`config.mk`:
```
export PLATFORM = sky130hd
export DESIGN_NAME = tx_pkt_fifo
export DESIGN_NICKNAME = d
export VERILOG_FILES = /design/src/rtl/txf_pkg.sv /design/src/rtl/txf_decode.sv /design/src/rtl/txf_buffer.sv /design/src/rtl/txf_csr.sv /design/src/rtl/tx_pkt_fifo.sv
export SDC_FILE = /design/constraint.sdc
export NUM_CORES = 2
export LEC_CHECK = 0
export ABC_AREA = 0
export BUFFER_PORTS_ARGS = -buffer_cell sky130_fd_sc_hd__buf_2
export CORE_ASPECT_RATIO = 0.75
export CORE_MARGIN = 1.5
export CORE_UTILIZATION = 50
export CTS_CLUSTER_DIAMETER = 60
export DETAILED_ROUTE_END_ITERATION = 8
export PLACE_DENSITY = 0.78
export SYNTH_ARGS = -nofsm -noshare
export SYNTH_HDL_FRONTEND = slang
export SYNTH_SLANG_ARGS = --single-unit
```
`constraint.sdc`:
```
create_clock -name clk -period 8.3 [get_ports clk]
set_input_delay 1.66 -clock clk [delete_from_list [all_inputs] [get_ports clk]]
set_output_delay 1.66 -clock clk [all_outputs]
set_load 0.05 [all_outputs]
```
`src/rtl/txf_pkg.sv`:
```
package txf_pkg;
  localparam int unsigned WORD_W = 32;

  // register byte offsets
  localparam logic [31:0] OFS_STATUS  = 32'h00;
  localparam logic [31:0] OFS_FLUSH   = 32'h08;
  localparam logic [31:0] OFS_FREE    = 32'h0C;
  localparam logic [31:0] OFS_DATA    = 32'h10;
  localparam logic [31:0] OFS_LENGTH  = 32'h14;

  localparam logic [31:0] FLUSH_KEY   = 32'h0000_00A5;

  // status bit positions
  localparam int unsigned BIT_FLUSHED  = 24;
  localparam int unsigned BIT_LEN_ERR  = 25;
  localparam int unsigned BIT_SENT     = 27;
  localparam int unsigned BIT_OVERRUN  = 28;

  localparam logic [31:0] STATUS_MASK =
    (32'h1 << BIT_FLUSHED) | (32'h1 << BIT_LEN_ERR) |
    (32'h1 << BIT_SENT)    | (32'h1 << BIT_OVERRUN);
endpackage

```
`src/rtl/txf_decode.sv`:
```
module txf_decode #(
  parameter int unsigned ADDR_W = 6
) (
  input  logic              reg_valid,
  input  logic              reg_write,
  input  logic [ADDR_W-1:0] reg_addr,
  input  logic [31:0]       reg_wdata,
  output logic              sts_clr,
  output logic              flush,
  output logic              data_we,
  output logic              len_we
);
  import txf_pkg::*;

  logic        wr_acc;
  logic [31:0] ofs;

  assign wr_acc = reg_valid & reg_write;
  assign ofs    = 32'(reg_addr);

  always_comb begin
    sts_clr = wr_acc && (ofs == OFS_STATUS);
    flush   = wr_acc && (ofs == OFS_FLUSH) && (reg_wdata == FLUSH_KEY);
    data_we = wr_acc && (ofs == OFS_DATA);
    len_we  = wr_acc && (ofs == OFS_LENGTH);
  end
endmodule

```
`src/rtl/txf_buffer.sv`:
```
module txf_buffer #(
  parameter int unsigned DEPTH   = 64,
  parameter int unsigned RESERVE = 4,
  localparam int unsigned AW     = $clog2(DEPTH),
  localparam int unsigned PW     = AW + 1
) (
  input  logic          clk,
  input  logic          rst_n,
  input  logic          flush,
  input  logic          data_we,
  input  logic          len_we,
  input  logic [31:0]   wdata,
  input  logic          m_tready,
  output logic          m_tvalid,
  output logic [31:0]   m_tdata,
  output logic          m_tlast,
  output logic [PW-1:0] free_words,
  output logic          ev_overrun,
  output logic          ev_len_err,
  output logic          ev_sent
);
  localparam int unsigned CAP = DEPTH - RESERVE;

  logic [PW-1:0]    wr_q, wr_d, cmt_q, cmt_d, rd_q, rd_d;
  logic             ptr_en;
  logic [31:0]      mem_q [DEPTH];
  logic [DEPTH-1:0] last_q, last_d;
  logic             last_en;

  logic [PW-1:0]    occ, pend;
  logic [AW-1:0]    wr_idx, tail_idx, rd_idx;
  logic             at_cap, accept, commit, fire;

  assign occ      = wr_q - rd_q;
  assign pend     = wr_q - cmt_q;
  assign wr_idx   = wr_q[AW-1:0];
  assign tail_idx = wr_q[AW-1:0] - AW'(1);
  assign rd_idx   = rd_q[AW-1:0];
  assign at_cap   = (occ == PW'(CAP));

  assign free_words = PW'(CAP) - occ;

  assign accept     = data_we & ~at_cap & ~flush;
  assign ev_overrun = data_we & at_cap;
  assign ev_len_err = len_we & (wdata != (32'(pend) << 2));
  assign commit     = len_we & (pend != '0) & ~flush;

  assign m_tvalid = (rd_q != cmt_q);
  assign m_tdata  = mem_q[rd_idx];
  assign m_tlast  = m_tvalid & last_q[rd_idx];
  assign fire     = m_tvalid & m_tready;
  assign ev_sent  = fire & m_tlast & ~flush;

  // pointer next state
  always_comb begin
    wr_d  = wr_q + PW'(accept);
    rd_d  = rd_q + PW'(fire);
    cmt_d = commit ? wr_q : cmt_q;
    if (flush) begin
      wr_d  = '0;
      rd_d  = '0;
      cmt_d = '0;
    end
  end

  assign ptr_en = flush | accept | fire | commit;

  always_ff @(posedge clk or negedge rst_n) begin
    if (!rst_n) begin
      wr_q  <= '0;
      rd_q  <= '0;
      cmt_q <= '0;
    end else if (ptr_en) begin
      wr_q  <= wr_d;
      rd_q  <= rd_d;
      cmt_q <= cmt_d;
    end
  end

  // end-of-packet flags, one per slot
  always_comb begin
    last_d = last_q;
    if (accept) last_d[wr_idx]   = 1'b0;
    if (commit) last_d[tail_idx] = 1'b1;
  end

  assign last_en = accept | commit;

  always_ff @(posedge clk or negedge rst_n) begin
    if (!rst_n) begin
      last_q <= '0;
    end else if (last_en) begin
      last_q <= last_d;
    end
  end

  // payload storage, no reset
  always_ff @(posedge clk) begin
    if (accept) begin
      mem_q[wr_idx] <= wdata;
    end
  end
endmodule

```
`src/rtl/txf_csr.sv`:
```
module txf_csr #(
  parameter int unsigned ADDR_W = 6,
  parameter int unsigned PW     = 7
) (
  input  logic              clk,
  input  logic              rst_n,
  input  logic [ADDR_W-1:0] reg_addr,
  input  logic [31:0]       reg_wdata,
  input  logic              sts_clr,
  input  logic              flush,
  input  logic              len_we,
  input  logic [PW-1:0]     free_words,
  input  logic              ev_overrun,
  input  logic              ev_len_err,
  input  logic              ev_sent,
  output logic [31:0]       reg_rdata,
  output logic              tx_irq
);
  import txf_pkg::*;

  logic [31:0] sts_q, sts_d;
  logic        sts_en;
  logic [31:0] len_q, len_d;
  logic        len_en;
  logic [31:0] ofs;

  always_comb begin
    sts_d = sts_q;
    if (sts_clr)    sts_d = sts_q & ~(reg_wdata & STATUS_MASK);
    if (flush)      sts_d[BIT_FLUSHED] = 1'b1;
    if (ev_len_err) sts_d[BIT_LEN_ERR] = 1'b1;
    if (ev_sent)    sts_d[BIT_SENT]    = 1'b1;
    if (ev_overrun) sts_d[BIT_OVERRUN] = 1'b1;
  end

  assign sts_en = sts_clr | flush | ev_len_err | ev_sent | ev_overrun;

  always_comb begin
    len_d = len_q;
    if (flush)       len_d = '0;
    else if (len_we) len_d = reg_wdata;
  end

  assign len_en = flush | len_we;

  always_ff @(posedge clk or negedge rst_n) begin
    if (!rst_n) begin
      sts_q <= '0;
    end else if (sts_en) begin
      sts_q <= sts_d;
    end
  end

  always_ff @(posedge clk or negedge rst_n) begin
    if (!rst_n) begin
      len_q <= '0;
    end else if (len_en) begin
      len_q <= len_d;
    end
  end

  assign ofs    = 32'(reg_addr);
  assign tx_irq = |sts_q;

  always_comb begin
    reg_rdata = '0;
    if (ofs == OFS_STATUS)      reg_rdata = sts_q;
    else if (ofs == OFS_FREE)   reg_rdata = 32'(free_words);
    else if (ofs == OFS_LENGTH) reg_rdata = len_q;
  end
endmodule

```
`src/rtl/tx_pkt_fifo.sv`:
```
module tx_pkt_fifo #(
  parameter int unsigned DEPTH   = 64,
  parameter int unsigned RESERVE = 4,
  parameter int unsigned ADDR_W  = 6
) (
  input  logic              clk,
  input  logic              rst_n,
  input  logic              reg_valid,
  input  logic              reg_write,
  input  logic [ADDR_W-1:0] reg_addr,
  input  logic [31:0]       reg_wdata,
  output logic [31:0]       reg_rdata,
  output logic              m_tvalid,
  input  logic              m_tready,
  output logic [31:0]       m_tdata,
  output logic              m_tlast,
  output logic              tx_irq
);
  localparam int unsigned PW = $clog2(DEPTH) + 1;

  logic          sts_clr, flush, data_we, len_we;
  logic [PW-1:0] vac_w;
  logic          ev_overrun, ev_len_err, ev_sent;

  txf_decode #(.ADDR_W(ADDR_W)) u_decode (
    .reg_valid (reg_valid),
    .reg_write (reg_write),
    .reg_addr  (reg_addr),
    .reg_wdata (reg_wdata),
    .sts_clr   (sts_clr),
    .flush     (flush),
    .data_we   (data_we),
    .len_we    (len_we)
  );

  txf_buffer #(.DEPTH(DEPTH), .RESERVE(RESERVE)) u_buffer (
    .clk        (clk),
    .rst_n      (rst_n),
    .flush      (flush),
    .data_we    (data_we),
    .len_we     (len_we),
    .wdata      (reg_wdata),
    .m_tready   (m_tready),
    .m_tvalid   (m_tvalid),
    .m_tdata    (m_tdata),
    .m_tlast    (m_tlast),
    .free_words (vac_w),
    .ev_overrun (ev_overrun),
    .ev_len_err (ev_len_err),
    .ev_sent    (ev_sent)
  );

  txf_csr #(.ADDR_W(ADDR_W), .PW(PW)) u_csr (
    .clk        (clk),
    .rst_n      (rst_n),
    .reg_addr   (reg_addr),
    .reg_wdata  (reg_wdata),
    .sts_clr    (sts_clr),
    .flush      (flush),
    .len_we     (len_we),
    .free_words (vac_w),
    .ev_overrun (ev_overrun),
    .ev_len_err (ev_len_err),
    .ev_sent    (ev_sent),
    .reg_rdata  (reg_rdata),
    .tx_irq     (tx_irq)
  );
endmodule

```
==> flow_summary.toml <==
[drt]
route.detailed.vias_per_inst = 6.98
postRouteAntennaNets = 0
routed_wirelength_mm = 247
post_drt_wl_per_cell_um = 39.0
detailedRoute.firstPassIterationCount = 6
drt_iter0_drc = 8525
num_vias = 44225
drcViolationCount = 0

[min_path]
hold_path_depth = 1
min-delay-path-class = "reg2reg"

[place]
place.detailed.hpwl_mm = 122
placed_cells = 5978
dp_slack_ns = 2.48
io_buffer_count = 109
dpl_cell_area_um2 = 88600
finalWeightedCongestion = 0.880

[cts]
tritoncts_clock_tree = "yes"
cts_hold_repair.buffers = 0
cts_inserted_buffers = 189
cts.path.max_buffers = 3
total_clock_sinks = 2169
postCtsResizedCells = 0
clkLatencyLatePin_ns = 0.85
cts_setup_buffers = 0
cts.reportedPaths.clkPinSlew_ns = 0.06
htree_num_levels = 4
cts-root-buf = "sky130_fd_sc_hd__clkbuf_16"

[layout]
drive_gt1_frac = 0.312
layout.area.seq_um2 = 64500
fin_nets = 3988
fin_util = 0.564
top_library_cells_by_usage_in_the_layout_fill_and_taps_aside = "sky130_fd_sc_hd__edfxtp_1 (2048), sky130_fd_sc_hd__mux4_2 (693), sky130_fd_sc_hd__clkbuf_16 (192), sky130_fd_sc_hd__nand2_1 (136), sky130_fd_sc_hd__buf_4 (121)"
synth_to_layout_area_growth_pct = 11.8
multiInputGateArea_um2 = 19400
fillers = 11454
mostFrequentLayoutCell = "sky130_fd_sc_hd__edfxtp_1"
finalInstanceArea_um2 = 94600
stdcell_count = 6334

[setup_path]
crit_fanout = 57
crit_path_start_kind = "flip-flop"
arrival_time_at_the_worst_endpoint_ns = 4.91
critPathKind = "reg2out"
critical_path.endpoint_type = "primary output"
cp_data_required_time_ns = 6.64
cell_count_of_the_worst_reg_to_reg_path = 10

[grt]
grt_remaining_overflow = 0
grt_usage = 0.287
antenna_found_initial = 26
maximum_number_of_pins_on_one_net_before_global_route_repair = 145
grt_pass1_wl_mm = 343
grt_pass1_vias = 43908

[yosys]
postSynthAreaPerCell_um2 = 22.9
ys_warn_count = 0
yosys_most_used_dff = "sky130_fd_sc_hd__edfxtp_1"
synth.net_count = 3761
synth.ff_latch_count = 2169
synthesis.area_um2 = 84600
syn_inst = 3698
synth_enable_flop_cells = 2048
synth.distinct_cells = 53
synth-seq-area-share = 0.763
asyncSetResetFlopFracSynth = 0.0558

[floorplan]
fp.dieW_um = 478
initial_utilization = 0.504
core_region_area_um2 = 168000
boundaryPins = 110
die_area_um2 = 172000
height_of_the_die_um = 359
placement_rows = 130

[timing]
maxSlewHeadroom = 0.122
fin_worst_hold_slack_ns = 0.503
period_needed_ns = 6.57
period_share = 0.792
rsz0062_at_grt = "no"
timing.final.max_slew_violations = 0
max_slew.worst_pin.slew_ns = 1.31
final.setup_skew_ns = 0.0331
final-hold-violation-count = 0
achievable-frequency_mhz = 152
setup_slack_ns = 1.73
count_of_final_setup_violators = 0
total_negative_setup_slack_ns = 0

[power]
finalPower_mw = 27.2
p_per_area_nw_per_um2 = 287
leakage_nw = 30.3
ir_worst_vdd_uv = 260

[status]
result_of_the_run = "finished clean"

[job]
max_cap_viol_count = 0
## critical path, cell delays in order (launching register included)
cell                      delay [ns]
sky130_fd_sc_hd__dfrtp_4        0.86
sky130_fd_sc_hd__buf_12         0.48
sky130_fd_sc_hd__buf_4          0.62
sky130_fd_sc_hd__mux4_2         0.62
sky130_fd_sc_hd__mux4_2         0.48
sky130_fd_sc_hd__mux4_2         0.59
sky130_fd_sc_hd__buf_2          0.27
## cells by family after synthesis
family,share of synthesized area
mux,0.188
xor+xnor,0.00352
compound gates,0.0103
fa+ha+maj,0.00314
buf+inv,0.0119
simple gates,0.0196
flops,0.763
## flip-flops by register name, indices dropped and copies added, names as in the netlist
| name | cells |
|---|---|
| u_buffer.wr_q | 7 |
| u_buffer.mem_q | 2048 |
| u_buffer.rd_q | 7 |
| u_csr.sts_q | 4 |
| u_buffer.last_q | 64 |
| u_csr.len_q | 32 |
| u_buffer.cmt_q | 7 |
## where the power goes
part / total (mW) / internal (mW) / switching, mW
clock: 8.75 / 4.68 / 4.08
sequential: 12.2 / 12.0 / 0.169
combinational: 6.26 / 2.77 / 3.48
## cells in the mapped netlist (3+ instances only)
cell,number,area [µm²]
sky130_fd_sc_hd__nor4_1,11,68.8
sky130_fd_sc_hd__o211ai_1,9,67.6
sky130_fd_sc_hd__edfxtp_1,2048,61500
sky130_fd_sc_hd__inv_1,53,199
sky130_fd_sc_hd__a21oi_1,7,35.0
sky130_fd_sc_hd__mux2i_1,31,310
sky130_fd_sc_hd__nor3_1,13,65.1
sky130_fd_sc_hd__nand3_1,21,105
sky130_fd_sc_hd__and2_1,28,175
sky130_fd_sc_hd__dfrtp_1,121,3030
sky130_fd_sc_hd__nand2b_1,6,37.5
sky130_fd_sc_hd__nand4_1,5,31.3
sky130_fd_sc_hd__a22o_1,28,245
sky130_fd_sc_hd__or3_1,5,31.3
sky130_fd_sc_hd__buf_1,82,308
sky130_fd_sc_hd__and3_1,17,106
sky130_fd_sc_hd__o31ai_1,8,60.1
sky130_fd_sc_hd__buf_2,16,80.1
sky130_fd_sc_hd__a31oi_1,3,18.8
sky130_fd_sc_hd__ha_1,18,225
sky130_fd_sc_hd__clkbuf_1,102,383
sky130_fd_sc_hd__mux4_2,693,15600
sky130_fd_sc_hd__xnor2_1,16,140
sky130_fd_sc_hd__nand2_1,136,510
sky130_fd_sc_hd__or4_1,10,75.1
sky130_fd_sc_hd__xor2_1,18,158
sky130_fd_sc_hd__o21ai_0,62,310
sky130_fd_sc_hd__nor2_1,98,368
## area by class of cell
class | count | area share
flip-flops and latches | 2169 | 0.683
multi-input cells | 1271 | 0.205
clock buffers | 237 | 0.0530
well taps | 2244 | 0.0297
repair buffers | 238 | 0.0172
clock inverters | 112 | 0.0101
inverters | 56 | 0.00245
diodes | 7 | 0.000185
## metal layers
layer | vias to the layer above | share of wire | wire length (µm) | track usage
met5 | - | 0.00027 | 67 | 0
met4 | 10 | 0.046 | 11500 | 0.119
met3 | 615 | 0.15 | 37700 | 0.0882
met2 | 4469 | 0.46 | 114000 | 0.438
met1 | 23076 | 0.34 | 83700 | 0.386
li1 | 16055 | - | - | -
## final timing paths
path / to / startpoint / slack [ns]
worst max-delay path: m_tdata[24] / u_buffer.rd_q[0]$_DFFE_PN0P_ / 1.73
worst min-delay path: u_buffer.last_q[4]$_DFFE_PN0P_ / u_buffer.last_q[4]$_DFFE_PN0P_ / 0.50
worst max register to register: u_buffer.mem_q[16][21]$_DFFE_PP_ / u_buffer.rd_q[1]$_DFFE_PN0P_ / 2.12
worst min register to register: u_buffer.last_q[4]$_DFFE_PN0P_ / u_buffer.last_q[4]$_DFFE_PN0P_ / 0.50
max in group asynchronous: u_buffer.last_q[12]$_DFFE_PN0P_ / rst_n / 6.46
min in group asynchronous: u_buffer.last_q[43]$_DFFE_PN0P_ / rst_n / 0.85
Power figures use the tool's default switching activity.
